[src/rtl/spi_flash_cmd_frontend.sv]
module spi_flash_cmd_frontend #(
  parameter int ADDR_BYTES = 3,
  parameter int CNT_W = 3
) (
  input  logic                      clk,
  input  logic                      rst_n,
  input  logic                      cs_n,
  input  logic                      sclk,
  input  logic                      mosi,
  input  logic                      busy,
  input  logic                      cycle_done,
  output logic                      miso,
  output logic                      miso_oe,
  output logic                      op_start,
  output logic [1:0]                op_kind,
  output logic [8*ADDR_BYTES-1:0]   op_addr,
  output logic                      wr_valid,
  output logic [7:0]                wr_byte
);
  localparam int ADDR_W = 8 * ADDR_BYTES;
  localparam logic [CNT_W-1:0] HDR_LEN = CNT_W'(ADDR_BYTES + 1);
  localparam logic [CNT_W-1:0] CNT_MAX = {CNT_W{1'b1}};
  localparam logic [7:0] OP_WEN  = 8'h06;
  localparam logic [7:0] OP_STAT = 8'h05;
  localparam logic [7:0] OP_PW   = 8'h0A;
  localparam logic [7:0] OP_PP   = 8'h02;
  localparam logic [7:0] OP_PE   = 8'hDB;
  localparam logic [7:0] OP_SE   = 8'hD8;
  localparam logic [7:0] OP_SLP  = 8'hB9;
  localparam logic [7:0] OP_WAKE = 8'hAB;

  logic [2:0] cs_sy, sk_sy;
  logic [1:0] mo_sy;
  logic [6:0] shreg;
  logic [2:0] bit_cnt, out_idx;
  logic [CNT_W-1:0] byte_cnt;
  logic [7:0] opcode;
  logic [ADDR_W-1:0] addr;
  logic wel, dpd, rd_mode;

  wire cs_s     = cs_sy[1];
  wire cs_rise  = cs_sy[1] & ~cs_sy[2];
  wire sck_rise = sk_sy[1] & ~sk_sy[2] & ~cs_s;
  wire sck_fall = ~sk_sy[1] & sk_sy[2] & ~cs_s;
  wire rst_act  = ~rst_n & ~busy;
  wire [7:0] byte_in = {shreg, mo_sy[1]};
  wire [7:0] status  = {6'b0, wel, busy};
  wire is_prog  = (opcode == OP_PW) || (opcode == OP_PP);
  wire is_erase = (opcode == OP_PE) || (opcode == OP_SE);
  wire whole    = (bit_cnt == 3'd0);
  wire len_ok   = is_prog ? (byte_cnt > HDR_LEN) : (byte_cnt == HDR_LEN);
  wire go       = cs_rise && !dpd && whole && wel && !busy && (is_prog || is_erase) && len_ok;

  always_ff @(posedge clk) begin
    if (rst_act) begin
      cs_sy <= 3'b111; sk_sy <= 3'b000; mo_sy <= 2'b00;
      shreg <= '0; bit_cnt <= '0; out_idx <= 3'd7; byte_cnt <= '0;
      opcode <= '0; addr <= '0; wel <= 1'b0; dpd <= 1'b0; rd_mode <= 1'b0;
      miso <= 1'b0; miso_oe <= 1'b0; op_start <= 1'b0; op_kind <= '0;
      op_addr <= '0; wr_valid <= 1'b0; wr_byte <= '0;
    end else begin
      cs_sy <= {cs_sy[1:0], cs_n};
      sk_sy <= {sk_sy[1:0], sclk};
      mo_sy <= {mo_sy[0], mosi};
      op_start <= 1'b0;
      wr_valid <= 1'b0;
      if (cs_s) begin
        bit_cnt <= '0; byte_cnt <= '0; rd_mode <= 1'b0;
        miso_oe <= 1'b0; out_idx <= 3'd7;
      end else begin
        if (sck_rise) begin
          shreg <= byte_in[6:0];
          bit_cnt <= bit_cnt + 3'd1;
          if (bit_cnt == 3'd7) begin
            if (byte_cnt != CNT_MAX) byte_cnt <= byte_cnt + 1'b1;
            if (byte_cnt == '0) begin
              opcode <= byte_in;
              if (byte_in == OP_WAKE) dpd <= 1'b0;
              if (!dpd && byte_in == OP_STAT) rd_mode <= 1'b1;
            end else if (byte_cnt < HDR_LEN) begin
              addr <= {addr[ADDR_W-9:0], byte_in};
            end else if (is_prog && !dpd) begin
              wr_valid <= 1'b1;
              wr_byte <= byte_in;
            end
          end
        end
        if (sck_fall && rd_mode) begin
          miso <= status[out_idx];
          out_idx <= out_idx - 3'd1;
          miso_oe <= 1'b1;
        end
      end
      if (cs_rise && !dpd && whole && byte_cnt == CNT_W'(1)) begin
        if (opcode == OP_WEN) wel <= 1'b1;
        if (opcode == OP_SLP) dpd <= 1'b1;
      end
      if (go) begin
        op_start <= 1'b1;
        op_addr <= addr;
        case (opcode)
          OP_PW:   op_kind <= 2'd0;
          OP_PP:   op_kind <= 2'd1;
          OP_PE:   op_kind <= 2'd2;
          default: op_kind <= 2'd3;
        endcase
      end
      if (cycle_done) wel <= 1'b0;
    end
  end
endmodule

[config.mk]
export PLATFORM = sky130hd
export DESIGN_NAME = spi_flash_cmd_frontend
export DESIGN_NICKNAME = d
export VERILOG_FILES = /design/src/rtl/spi_flash_cmd_frontend.sv
export SDC_FILE = /design/constraint.sdc
export NUM_CORES = 1
export LEC_CHECK = 0
export ABC_AREA = 1
export BUFFER_PORTS_ARGS = -buffer_cell sky130_fd_sc_hd__buf_2
export CORE_ASPECT_RATIO = 0.8
export CORE_UTILIZATION = 40
export DETAILED_ROUTE_END_ITERATION = 16
export PLACE_DENSITY = 0.6
export SLEW_MARGIN = 20
export SYNTH_ARGS = -nofsm -noshare
export SYNTH_HDL_FRONTEND = slang
export SYNTH_SLANG_ARGS = --single-unit
[constraint.sdc]
create_clock -name clk -period 1.6 [get_ports clk]
set_clock_uncertainty 0.1 [all_clocks]
set_input_delay 0.24 -clock clk [delete_from_list [all_inputs] [get_ports clk]]
set_output_delay 0.24 -clock clk [all_outputs]
set_load 0.005 [all_outputs]
# Word level (Yosys, flattened, before mapping)
# Index checks and enable logic that the tools add are counted.
# totals
reg_bits,97
in_bits,7
out_inout_bits,38
word_cells,94
# op_classes
n_addsub,3
n_lt_le_gt_ge,3
n_eq_ne,12
n_mux,13
bitwise_logic,16
reduce_logical,28
# ops
operator,count
"equality test 8 bit, second input constant",4
"equality test 8 x 3 -> 1 bit, second input constant",2
two-way mux 1 bit,11
logical AND 1 bit,10
inverter 1 bit,10
"equality test 8 x 2 -> 1 bit, second input constant",1
"equality test 8 x 4 -> 1 bit, second input constant",1
AND reduction 4 bit,2
"adder 3 x 1 -> 3 bit, second input constant",2
bitwise AND 1 bit,6
"equality test 3 bit, second input constant",2
zero test 3 bit,2
one-hot mux 2 bit (3 select lines),1
AND reduction 2 bit,3
AND reduction 6 bit,1
OR reduction 6 bit,1
AND reduction 5 bit,1
"less-than comparator 3 x 4 -> 1 bit, second input constant",1
OR reduction 2 bit,2
binary-select mux 1 bit (select 3 bit),1
"equality test 3 x 1 -> 1 bit, second input constant",1
"greater-than comparator 3 bit, second input constant",1
logical OR 1 bit,3
"less-than comparator 3 bit, second input constant",1
4 further kinds,5

# Logic depth before layout (Yosys ltp)
# Gate-level depths: netlist of run 1.
# depth
depth_word,9
mapped_depth,11
ltp_nobuf,10

# Worst setup path after synthesis of run 1
# OpenSTA, ideal clock, no wires.
# synth_timing
path_kind,reg-to-reg
start,register bit_cnt[0]
end,register addr[10]
setup_ps,119
arrival_ps,1411
path_slack_ps,-31
path_stages_with_launch,9
n_path_buf,2
period_less_slack_ps,1631
cell_sequence,dfxtp_1 > ha_1 > ha_1 > nand4_1 > inv_1 > nand2_1 > clkbuf_1 > buf_2 > a21oi_1
# synth_between
elab_chain_cells,2
# synth_lines
element,line_no,rtl
"start, declared",35,"logic [2:0] bit_cnt, out_idx;"
"start signal, assigned",73,bit_cnt <= bit_cnt + 3'd1;
equality test 3 bit,74,if (bit_cnt == 3'd7) begin
AND reduction 5 bit (no source line),-,
"end signal, assigned",81,"addr <= {addr[ADDR_W-9:0], byte_in};"
"end, declared",38,logic [ADDR_W-1:0] addr;
# No other way between the ends.
# A chain may end at the register's enable or synchronous reset.

# Worst setup path in the final report of run 1
# layout_timing
start,register bit_cnt[0]
end,register byte_cnt[0]
# layout_between
elab_chain_cells,2
# layout_lines
element,line_no,rtl
equality test 3 bit,74,
AND reduction 3 bit (no source line),-,
"end signal, assigned",75,if (byte_cnt != CNT_MAX) byte_cnt <= byte_cnt + 1'b1;
"end, declared",36,logic [CNT_W-1:0] byte_cnt;
# No other way between the ends.

==> flow_summary_export.csv, run 1 <==
group,metric,value,unit
setup_path,endpoint_kind,"register",
timing,rsz0062_at_grt,"yes",
placed_design,pre_cts_ws,-126.2,ps
die,die_area,10370,µm²
timing,tightest_slew,561.1,ps
die,die_w,113.6,µm
timing,setup_tns,-4294,ps
global_routing,grt_pass1_vias,3383,
logic_synthesis,synth_area,3985,µm²
setup_path,cp-start-kind,"register",
detailed_routing,totalWireLength,9.688,mm
die,coreArea,9649,µm²
detailed_routing,viasPerCell,4.812,
placed_design,port_buffers,44,
detailed_routing,vias,3527,
logic_synthesis,synth_cell_types,31,
die,row_count,32,
power,peakVddDrop,0.7913,mV
power,powerDensity,872.0,nW/µm²
clock_network,insertion_delay,340,ps
setup_path,crit_type,"register to register",
power,power_leakage,2.476,nW
timing,setup_viol_count_final,72,
timing,hold_viol_final,0,
detailed_routing,post_drt_wl_per_cell,13.22,µm
setup_path,reg2reg_slack,-140,ps
setup_path,crit_chain,"ha_4 > ha_4 > nand4_1 > buf_4 > or2_4 > or2_4 > a21oi_2",
logic_synthesis,synth_area_per_cell,7.693,µm²
cells_and_area,final_common_cell,"dfxtp_1",
logic_synthesis,yosysWarnings,0,
clock_network,clock_path_buffers,2,
cells_and_area,drive_above_1_share,30.49,%
logic_synthesis,ys_seq_area_share,48.73,%
detailed_routing,drc_errors,0,
placed_design,place.gp.congestion,0.7861,
global_routing,grt_antenna_before_repair,0,
cells_and_area,post-route-util,55.67,%
global_routing,grt.busiest_layer,"met2",
timing,slew_viol_final,0,
die,ios,45,
die,initial_utilization,41.30,%
cells_and_area,area_growth,34.79,%
timing,max_freq,574.4,MHz
job,cap_viol_max_count,0,
die,die_h,91.28,µm
detailed_routing,drtAntennaViolNets,0,
logic_synthesis,synthCells,518,
logic_synthesis,synth-seq-cells,97,
global_routing,grtUsageMet3,5.207,%
setup_path,slowest_stage,"dfxtp_2",
cells_and_area,instances_no_fill,733,
global_routing,grt_overflow,0,
min_path,hold_path.class,"input pin to register",
timing,slew_headroom,62.45,%
clock_network,clockRootBuffer,"clkbuf_16",
logic_synthesis,syn_nets,533,
logic_synthesis,async_flop_share,0,%
clock_network,cts_tree,"done",
setup_path,cp_slowest_stage_delay,360,ps
detailed_routing,drt-initial-drc-count,201,
global_routing,grt_max_degree,72,
logic_synthesis,synth_edf_count,0,
clock_network,htreeDepth,3,
global_routing,use_met2,31.15,%
cells_and_area,insertedDiodeCount,0,
placed_design,hpwl,5.961,mm
global_routing,met1_usage,27.77,%
clock_network,clk_pin_slew,70,ps
timing,fin_ws,-140.9,ps
timing,period_needed,1741,ps
setup_path,crit_arrival,1920,ps
global_routing,track_usage,20.20,%
cells_and_area,most-common-layout-cells,"dfxtp_1 (95), nor2_1 (73), nand2_1 (63)",
timing,finalCritPeriodShare,108.8,%
clock_network,cts_buffers,9,
detailed_routing,drt_first_pass_iters,4,
status,status,"finished with violations",
setup_path,cp.required,1780,ps
global_routing,grt_pass1_wl,16.37,mm
cells_and_area,nets,607,
placed_design,placedCellCount,699,
setup_path,worst-path-max-fanout,4,
clock_network,clock_sinks,97,
logic_synthesis,synthFlopType,"dfxtp_1",
status,violations,"negative setup slack",
[layout make-up]
class / instances / area, µm²
Clock inverter: 5 / 31.28
Multi-Input combinational cell: 328 / 1864
Inverter: 69 / 261.5
Sequential cell: 97 / 1944
Clock buffer: 11 / 242.7
Tap cell: 136 / 170.2
Timing Repair Buffer: 87 / 857.1
Fill cell: 895 / 4278
[worst max-delay path, delay by kind of cell (launching register included)]
family,cells,cell delay [ps]
and+or+nand+nor,3,660
DFF,1,360
adders and majority gates,2,260
buffers and inverters,1,210
AOI/OAI and AO/OA,1,100
[registers in the layout, indices dropped and copies added (netlist names), 2 cells and up]
| signal | count |
|---|---|
| byte_cnt | 3 |
| cs_sy | 3 |
| out_idx | 3 |
| bit_cnt | 3 |
| wr_byte | 8 |
| sk_sy | 3 |
| mo_sy | 2 |
| shreg | 7 |
| opcode | 8 |
| op_kind | 2 |
| addr | 24 |
| op_addr | 24 |
[repair_timing]
action | in CTS | in global routing
setup buffers | 5 | 3
pin swaps | 11 | 5
endpoints found under the setup margin | 62 | 72
hold buffers | 1 | 0
resized for setup | 84 | 9
cloned | 7 | 3
hold endpoints to repair | 1 | 0
[stage by stage]
stage / cell area (µm²) / hold WS (ps) / power [mW]
finish: 5371 / 10.92 / 4.684
global route: 5371 / 7.114 / 4.851
CTS: 5269 / 3.149 / 4.724
detailed placement: 4546 / 296.6 / 2.703
global placement: 4546 / 297.3 / 2.698
floorplan: 3986 / 246.6 / 2.637
[synthesized netlist by cell type (all sizes together), types with 2 or more instances]
cell type	number	share of area (%)
buf	9	1.9
inv	68	6.5
o21ai	45	5.7
nand3	10	1.4
nor4	2	0.31
nor2	103	11
nand4	31	5.0
or2	5	0.78
dfxtp	97	49
a21oi	49	6.2
nand2	69	7.1
clkbuf	15	1.4
ha	8	2.5
[path summary, 6_finish.rpt]
check | start | cells after the start | endpoint
setup reg to reg | bit_cnt[0]$_SDFFE_PP0N_ | 7 | byte_cnt[0]$_SDFFE_PP0P_
hold reg to reg | sk_sy[0]$_SDFF_PP0_ | 2 | sk_sy[1]$_SDFF_PP0_
setup / recovery | bit_cnt[0]$_SDFFE_PP0N_ | 7 | byte_cnt[0]$_SDFFE_PP0P_
hold / removal | sclk | 3 | sk_sy[0]$_SDFF_PP0_
[power breakdown]
| group | internal [mW] | leakage [nW] | switching (mW) |
|---|---|---|---|
| Sequential | 2.45 | 0.786 | 0.0442 |
| Clock | 1.09 | 0.135 | 0.913 |
| Combinational | 0.0673 | 1.55 | 0.119 |
| Total | 3.61 | 2.48 | 1.08 |
[metal layers]
layer | part of all wire (%) | vias up
met5 | 0 | -
li1 | - | 1815
met3 | 4.3 | 7
met4 | 0.84 | 0
met1 | 49 | 1638
met2 | 46 | 67
[cells by family (layout without fill, tap and decap cells)]
kind of cell	after synthesis	after routing	synth area share [%]
DFF	97	97	48.73
AOI/OAI and AO/OA	97	97	12.34
xor gates and xnor gates	1	1	0.2198
adders and majority gates	8	8	2.512
and+or+nand+nor	222	222	26.37
buffers and inverters	93	172	9.827
(Power assumes the default switching activity.)
==> run 2, diff against run 1 <==
--- a/config.mk
+++ b/config.mk
@@ -8,9 +8,9 @@
 export ABC_AREA = 1
 export BUFFER_PORTS_ARGS = -buffer_cell sky130_fd_sc_hd__buf_2
 export CORE_ASPECT_RATIO = 0.8
-export CORE_UTILIZATION = 40
+export CORE_UTILIZATION = 52
 export DETAILED_ROUTE_END_ITERATION = 16
-export PLACE_DENSITY = 0.6
+export PLACE_DENSITY = 0.75
 export SLEW_MARGIN = 20
 export SYNTH_ARGS = -nofsm -noshare
 export SYNTH_HDL_FRONTEND = slang
==> run 2 against run 1 <==
The flow still finishes with violations (negative setup slack). Critical path depth grew 1. Via count up 6.8%. Final cell count is 3.4% lower. Sequential cell count unchanged. Register-to-register slack worse by 60 ps. Critical path type unchanged. Count of clock-buffer cells in the layout shrank 1. Combinational power increased by 12%. First-iteration DRC count increased by 40%. Sequential share of layout area grew 0.97 points. Die area down 23%. Total power fell by 10%.
==> flow_summary_export.csv, run 2 (synthesis gave the netlist of run 1 again) <==
group,metric,value,unit
status,status,"finished with violations",
status,violations,"negative setup slack",
timing,max_freq,556.2,MHz
global_routing,grt_overflow,0,
timing,tightest_slew,423.6,ps
die,initial_utilization,53.91,%
power,clkPwrFrac,35.9,%
die,die_h,80.30,µm
die,die_area,8020,µm²
setup_path,cp.buffers_inverters,2,
die,row_count,28,
global_routing,grt_pass1_wl,16.24,mm
global_routing,grt_antenna_before_repair,0,
cells_and_area,most-common-layout-cells,"dfxtp_1 (87), nor2_1 (74), nand2_1 (57)",
detailed_routing,drt-initial-drc-count,282,
clock_network,cts_buffers,9,
global_routing,grt_max_degree,72,
setup_path,slowest_stage,"dfxtp_2",
clock_network,clock_sinks,97,
power,powerDensity,796.0,nW/µm²
clock_network,clockRootBuffer,"clkbuf_8",
placed_design,place.gp.congestion,0.8226,
cells_and_area,multiInputGateArea,1909,µm²
setup_path,r2r-end,"opcode[5]$_SDFFE_PP0P_",
placed_design,placedCellCount,666,
timing,fin_ws,-198.0,ps
clock_network,clock_path_buffers,2,
setup_path,critPathTopFamily,"flip-flops",
cells_and_area,post-route-util,71.31,%
setup_path,r2r_cells,8,
detailed_routing,drc_errors,0,
timing,slew_headroom,71.73,%
die,die_w,99.88,µm
global_routing,grt.busiest_layer,"met2",
clock_network,insertion_delay,370,ps
die,coreArea,7392,µm²
clock_network,htreeDepth,3,
clock_network,clk_pin_slew,100,ps
global_routing,grt_pass1_vias,3393,
power,peakVddDrop,0.6005,mV
timing,hold_viol_final,0,
placed_design,port_buffers,44,
clock_network,cts_tree,"done",
global_routing,met1_usage,33.17,%
min_path,hold-path-endpoint,"wel$_SDFFE_PP0P_",
power,intPower,3.114,mW
cells_and_area,nets,613,
timing,finalCritPeriodShare,112.4,%
job,cap_viol_max_count,0,
timing,holdWs,31.68,ps
placed_design,pre_cts_ws,-166.9,ps
setup_path,r2r-start,"bit_cnt[0]$_SDFFE_PP0N_",
detailed_routing,totalWireLength,10.49,mm
setup_path,crit_type,"register to register",
detailed_routing,drtAntennaViolNets,0,
cells_and_area,insertedDiodeCount,0,
timing,period_needed,1798,ps
cells_and_area,nFillCells,537,
cells_and_area,regArea,1959,µm²
cells_and_area,final_common_cell,"dfxtp_1",
setup_path,reg2reg_slack,-200,ps
detailed_routing,post_drt_wl_per_cell,14.81,µm
min_path,holdCritStartpoint,"cycle_done",
power,power_switching,1.082,mW
setup_path,worst-path-max-fanout,4,
setup_path,cp_slowest_stage_delay,380,ps
setup_path,crit_chain,"ha_4 > ha_4 > nand4_1 > buf_4 > nor2_4 > buf_6 > o21ai_1 > a21oi_1",
cells_and_area,drive_above_1_share,34.66,%
power,netSwitchingFraction,25.78,%
cells_and_area,fin_area,5271,µm²
cells_and_area,area_growth,32.28,%
cells_and_area,reg_top3,"addr x24, op_addr x24",
die,ios,45,
power,comb_power_share,5.0,%
timing,setup_viol_count_final,64,
detailed_routing,drt_first_pass_iters,5,
placed_design,hpwl,5.624,mm
power,sequentialPowerShare,59.2,%
setup_path,cp.required,1790,ps
global_routing,track_usage,25.81,%
timing,setup_tns,-6913,ps
min_path,hold_path.class,"input pin to register",
cells_and_area,instances_no_fill,708,
placed_design,place_area,4467,µm²
power,p_total,4.196,mW
setup_path,endpoint_kind,"register",
setup_path,crit_arrival,1980,ps
timing,rsz0062_at_grt,"yes",
setup_path,cp-start-kind,"register",
detailed_routing,viasPerCell,5.321,
min_path,holdPathStages,3,
global_routing,grtUsageMet3,5.831,%
detailed_routing,vias,3767,
timing,slew_viol_final,0,
power,power_leakage,2.455,nW
setup_path,cpMostUsedCell,"ha_4",
global_routing,use_met2,41.72,%
==> run 2: worst max-delay path by stage <==
stage,depth (start not counted),startpoint,endpoint,slack [ps]
2_1_floorplan,6,bit_cnt[0]$_SDFFE_PP0N_,byte_cnt[0]$_SDFFE_PP0P_,20
4_1_cts,6,bit_cnt[1]$_SDFFE_PP0N_,byte_cnt[0]$_SDFFE_PP0P_,-60
5_1_grt,8,bit_cnt[0]$_SDFFE_PP0N_,opcode[5]$_SDFFE_PP0P_,-230
6_report,8,bit_cnt[0]$_SDFFE_PP0N_,opcode[5]$_SDFFE_PP0P_,-200
3_5_place_dp,8,bit_cnt[0]$_SDFFE_PP0N_,addr[9]$_SDFFE_PP0P_,-170
3_3_place_gp,6,bit_cnt[0]$_SDFFE_PP0N_,byte_cnt[0]$_SDFFE_PP0P_,-110
==> run 2: tightest hold or removal path, stage by stage <==
cell and delay, ps:
buf_2 80, or2_2 100, nor2_1 40
==> run 2: layout make-up <==
class,count,area share [%]
Multi-Input combinational cell,328,36.22
Clock buffer,10,2.421
Tap cell,105,2.492
Inverter,69,4.961
Clock inverter,6,0.9732
Timing Repair Buffer,93,15.76
Sequential cell,97,37.17
==> run 2: per-layer routing <==
metal  part of all wire, %  wire [µm]
met1                    44       4662
met2                    47       4883
met3                   7.0        729
met4                   2.0        211
met5                     0          0
==> run 2: repair_timing <==
item                                   4_1_cts  5_1_grt
endpoints found under the hold margin        3        0
resized for setup                           83       44
gates cloned                                 5        3
pin swaps                                   27       10
setup buffers                               14        1
hold buffers                                 3        0
setup endpoints to repair                   70       73
==> run 2: power by group through the flow <==
stage          clock (mW)  sequential [mW]  combinational [mW]
2_1_floorplan           0             2.52               0.113
3_3_place_gp            0             2.54               0.158
3_5_place_dp            0             2.54               0.160
4_1_cts              1.51             2.48               0.191
5_1_grt              1.61             2.49               0.231
6_report             1.50             2.48               0.208
==> run 3, diff against run 2 <==
--- a/config.mk
+++ b/config.mk
@@ -6,7 +6,7 @@
 export NUM_CORES = 1
 export LEC_CHECK = 0
 export ABC_AREA = 1
-export BUFFER_PORTS_ARGS = -buffer_cell sky130_fd_sc_hd__buf_2
+export BUFFER_PORTS_ARGS = -buffer_cell sky130_fd_sc_hd__buf_4
 export CORE_ASPECT_RATIO = 0.8
 export CORE_UTILIZATION = 52
 export DETAILED_ROUTE_END_ITERATION = 16
==> run 3 against run 2 <==
The run still ends with negative setup slack left. Sequential share of layout area down 1.6 points. Worst hold slack worse by 5.8 ps. Design area up 4.1%. Count of clock-buffer cells in the layout up 1. Clock power up 10%. Final cell count down 0.42%. Non-clock buffer count down 3.
==> flow_summary_export.csv, run 3 (synthesis gave the netlist of run 1 again) <==
group,metric,value,unit
min_path,holdPathStages,3,
min_path,hold-path-endpoint,"wel$_SDFFE_PP0P_",
status,status,"finished with violations",
setup_path,crit_type,"register to register",
clock_network,clockRootBuffer,"clkbuf_8",
global_routing,grt_pass1_wl,15.97,mm
cells_and_area,reg_top3,"addr x24, op_addr x24",
power,clkPwrFrac,38.0,%
timing,tightest_slew,735.2,ps
setup_path,worst-path-max-fanout,6,
timing,hold_viol_final,0,
power,powerDensity,793.2,nW/µm²
power,comb_power_share,4.8,%
timing,setup_viol_count_final,72,
global_routing,grt_antenna_before_repair,0,
placed_design,port_buffers,44,
timing,period_needed,1734,ps
die,initial_utilization,53.91,%
power,sequentialPowerShare,57.3,%
timing,holdWs,25.88,ps
power,p_total,4.351,mW
timing,rsz0062_at_grt,"yes",
placed_design,pre_cts_ws,-158.4,ps
setup_path,reg2reg_slack,-130,ps
die,die_w,99.88,µm
detailed_routing,viasPerCell,5.397,
die,die_area,8020,µm²
timing,slew_headroom,50.81,%
cells_and_area,fin_area,5485,µm²
timing,fin_ws,-133.9,ps
cells_and_area,insertedDiodeCount,0,
die,die_h,80.30,µm
global_routing,grt.busiest_layer,"met2",
setup_path,cp.required,1760,ps
setup_path,cp_slowest_stage_delay,360,ps
cells_and_area,drive_above_1_share,35.33,%
global_routing,use_met2,42.76,%
timing,slew_viol_final,0,
setup_path,endpoint_kind,"register",
cells_and_area,nets,610,
setup_path,cpMostUsedCell,"ha_4",
setup_path,crit_arrival,1890,ps
clock_network,htreeDepth,3,
detailed_routing,drc_errors,0,
placed_design,place_area,4569,µm²
detailed_routing,vias,3805,
setup_path,r2r-end,"addr[17]$_SDFFE_PP0P_",
clock_network,cts_buffers,9,
global_routing,track_usage,25.63,%
global_routing,grt_overflow,0,
placed_design,placedCellCount,665,
cells_and_area,instances_no_fill,705,
die,ios,45,
setup_path,crit_chain,"ha_4 > ha_4 > nand4_1 > inv_2 > nand2_8 > clkbuf_16 > o21ai_4 > a21oi_2",
setup_path,cp.buffers_inverters,2,
global_routing,met1_usage,33.57,%
setup_path,slowest_stage,"dfxtp_2",
global_routing,grtUsageMet3,6.614,%
clock_network,cts_tree,"done",
placed_design,place.gp.congestion,0.8036,
detailed_routing,totalWireLength,11.01,mm
power,power_leakage,2.445,nW
cells_and_area,most-common-layout-cells,"dfxtp_1 (89), nor2_1 (75), buf_4 (64)",
clock_network,clock_path_buffers,2,
power,intPower,3.303,mW
detailed_routing,post_drt_wl_per_cell,15.61,µm
setup_path,critPathTopFamily,"buffers and inverters",
die,row_count,28,
die,coreArea,7392,µm²
min_path,hold_path.class,"input pin to register",
timing,finalCritPeriodShare,108.4,%
clock_network,clock_sinks,97,
setup_path,cp-start-kind,"register",
job,cap_viol_max_count,0,
setup_path,r2r-start,"bit_cnt[0]$_SDFFE_PP0N_",
global_routing,grt_pass1_vias,3371,
power,netSwitchingFraction,24.09,%
cells_and_area,nFillCells,494,
status,violations,"negative setup slack",
timing,max_freq,576.7,MHz
cells_and_area,final_common_cell,"dfxtp_1",
detailed_routing,drt_first_pass_iters,8,
placed_design,hpwl,5.840,mm
clock_network,insertion_delay,360,ps
min_path,holdCritStartpoint,"cycle_done",
clock_network,clk_pin_slew,100,ps
power,peakVddDrop,0.5960,mV
setup_path,r2r_cells,8,
global_routing,grt_max_degree,73,
detailed_routing,drt-initial-drc-count,331,
detailed_routing,drtAntennaViolNets,0,
cells_and_area,area_growth,37.65,%
power,power_switching,1.048,mW
run 3: cell types whose count changed in the layout (fill, tap and decap cells not counted), moves of 3 or more:
cell / change
buf_2: -44
buf_4: +37
o21ai_1: -11
a21oi_1: -5
a21oi_2: +5
inv_1: +5
inv_2: -5
buf_6: +4
o21ai_0: +4
o21ai_4: +4
o21ai_2: +3
run 3: repair_timing:
item	CTS	global route
gates resized for setup	81	53
endpoints found under the hold margin	3	0
pin swaps	18	9
buffers inserted	9	2
gates cloned	6	4
endpoints found under the setup margin	71	73
hold buffers	3	0
run 3: how the worst max path moves through the flow:
| stage | startpoint | endpoint | cells after the start |
|---|---|---|---|
| 2_1_floorplan | bit_cnt[0]$_SDFFE_PP0N_ | byte_cnt[0]$_SDFFE_PP0P_ | 6 |
| 3_3_place_gp | bit_cnt[0]$_SDFFE_PP0N_ | byte_cnt[0]$_SDFFE_PP0P_ | 6 |
| 3_5_place_dp | bit_cnt[0]$_SDFFE_PP0N_ | byte_cnt[0]$_SDFFE_PP0P_ | 6 |
| 4_1_cts | bit_cnt[1]$_SDFFE_PP0N_ | dpd$_SDFF_PP0_ | 9 |
| 5_1_grt | opcode[2]$_SDFFE_PP0P_ | op_addr[20]$_SDFFE_PP0P_ | 11 |
| 6_report | bit_cnt[0]$_SDFFE_PP0N_ | addr[17]$_SDFFE_PP0P_ | 8 |
run 3: per-layer routing:
layer  vias to the layer above  part of all wire, %
met5                         -                    0
met4                         0                  1.7
met3                        23                  7.5
met2                       179                   49
met1                      1780                   42
li1                       1823                    -
run 3: final cells by class:
cell class / count / area (µm²) / area share, %
repair buffers: 90 / 940.9 / 17.15
clock inverters: 5 / 62.56 / 1.141
well taps: 105 / 131.4 / 2.395
clock buffers: 11 / 141.4 / 2.578
flip-flops and latches: 97 / 1952 / 35.58
inverters: 69 / 264.0 / 4.813
multi-input cells: 328 / 1993 / 36.34
run 3: power by group through the flow:
stage	clock (mW)	combinational [mW]	sequential (mW)
floorplan	0	0.113	2.52
global placement	0	0.160	2.54
detailed placement	0	0.164	2.54
CTS	1.66	0.179	2.48
global route	1.77	0.230	2.50
finish	1.65	0.207	2.49
run 3: per-stage QoR:
stage	utilization [%]	TNS, ps
final	74.20	-6045
after global routing	74.20	-11120
after CTS	69.89	-1344
after detailed placement	61.81	-3705
after global placement	61.81	-1866
after floorplan	-	0
run 3: worst register-to-register path, cell delays in order (launching register included):
cell and delay (ps):
dfxtp_2 360, ha_4 140, ha_4 110, nand4_1 210, inv_2 220, nand2_8 120
clkbuf_16 190, o21ai_4 130, a21oi_2 50
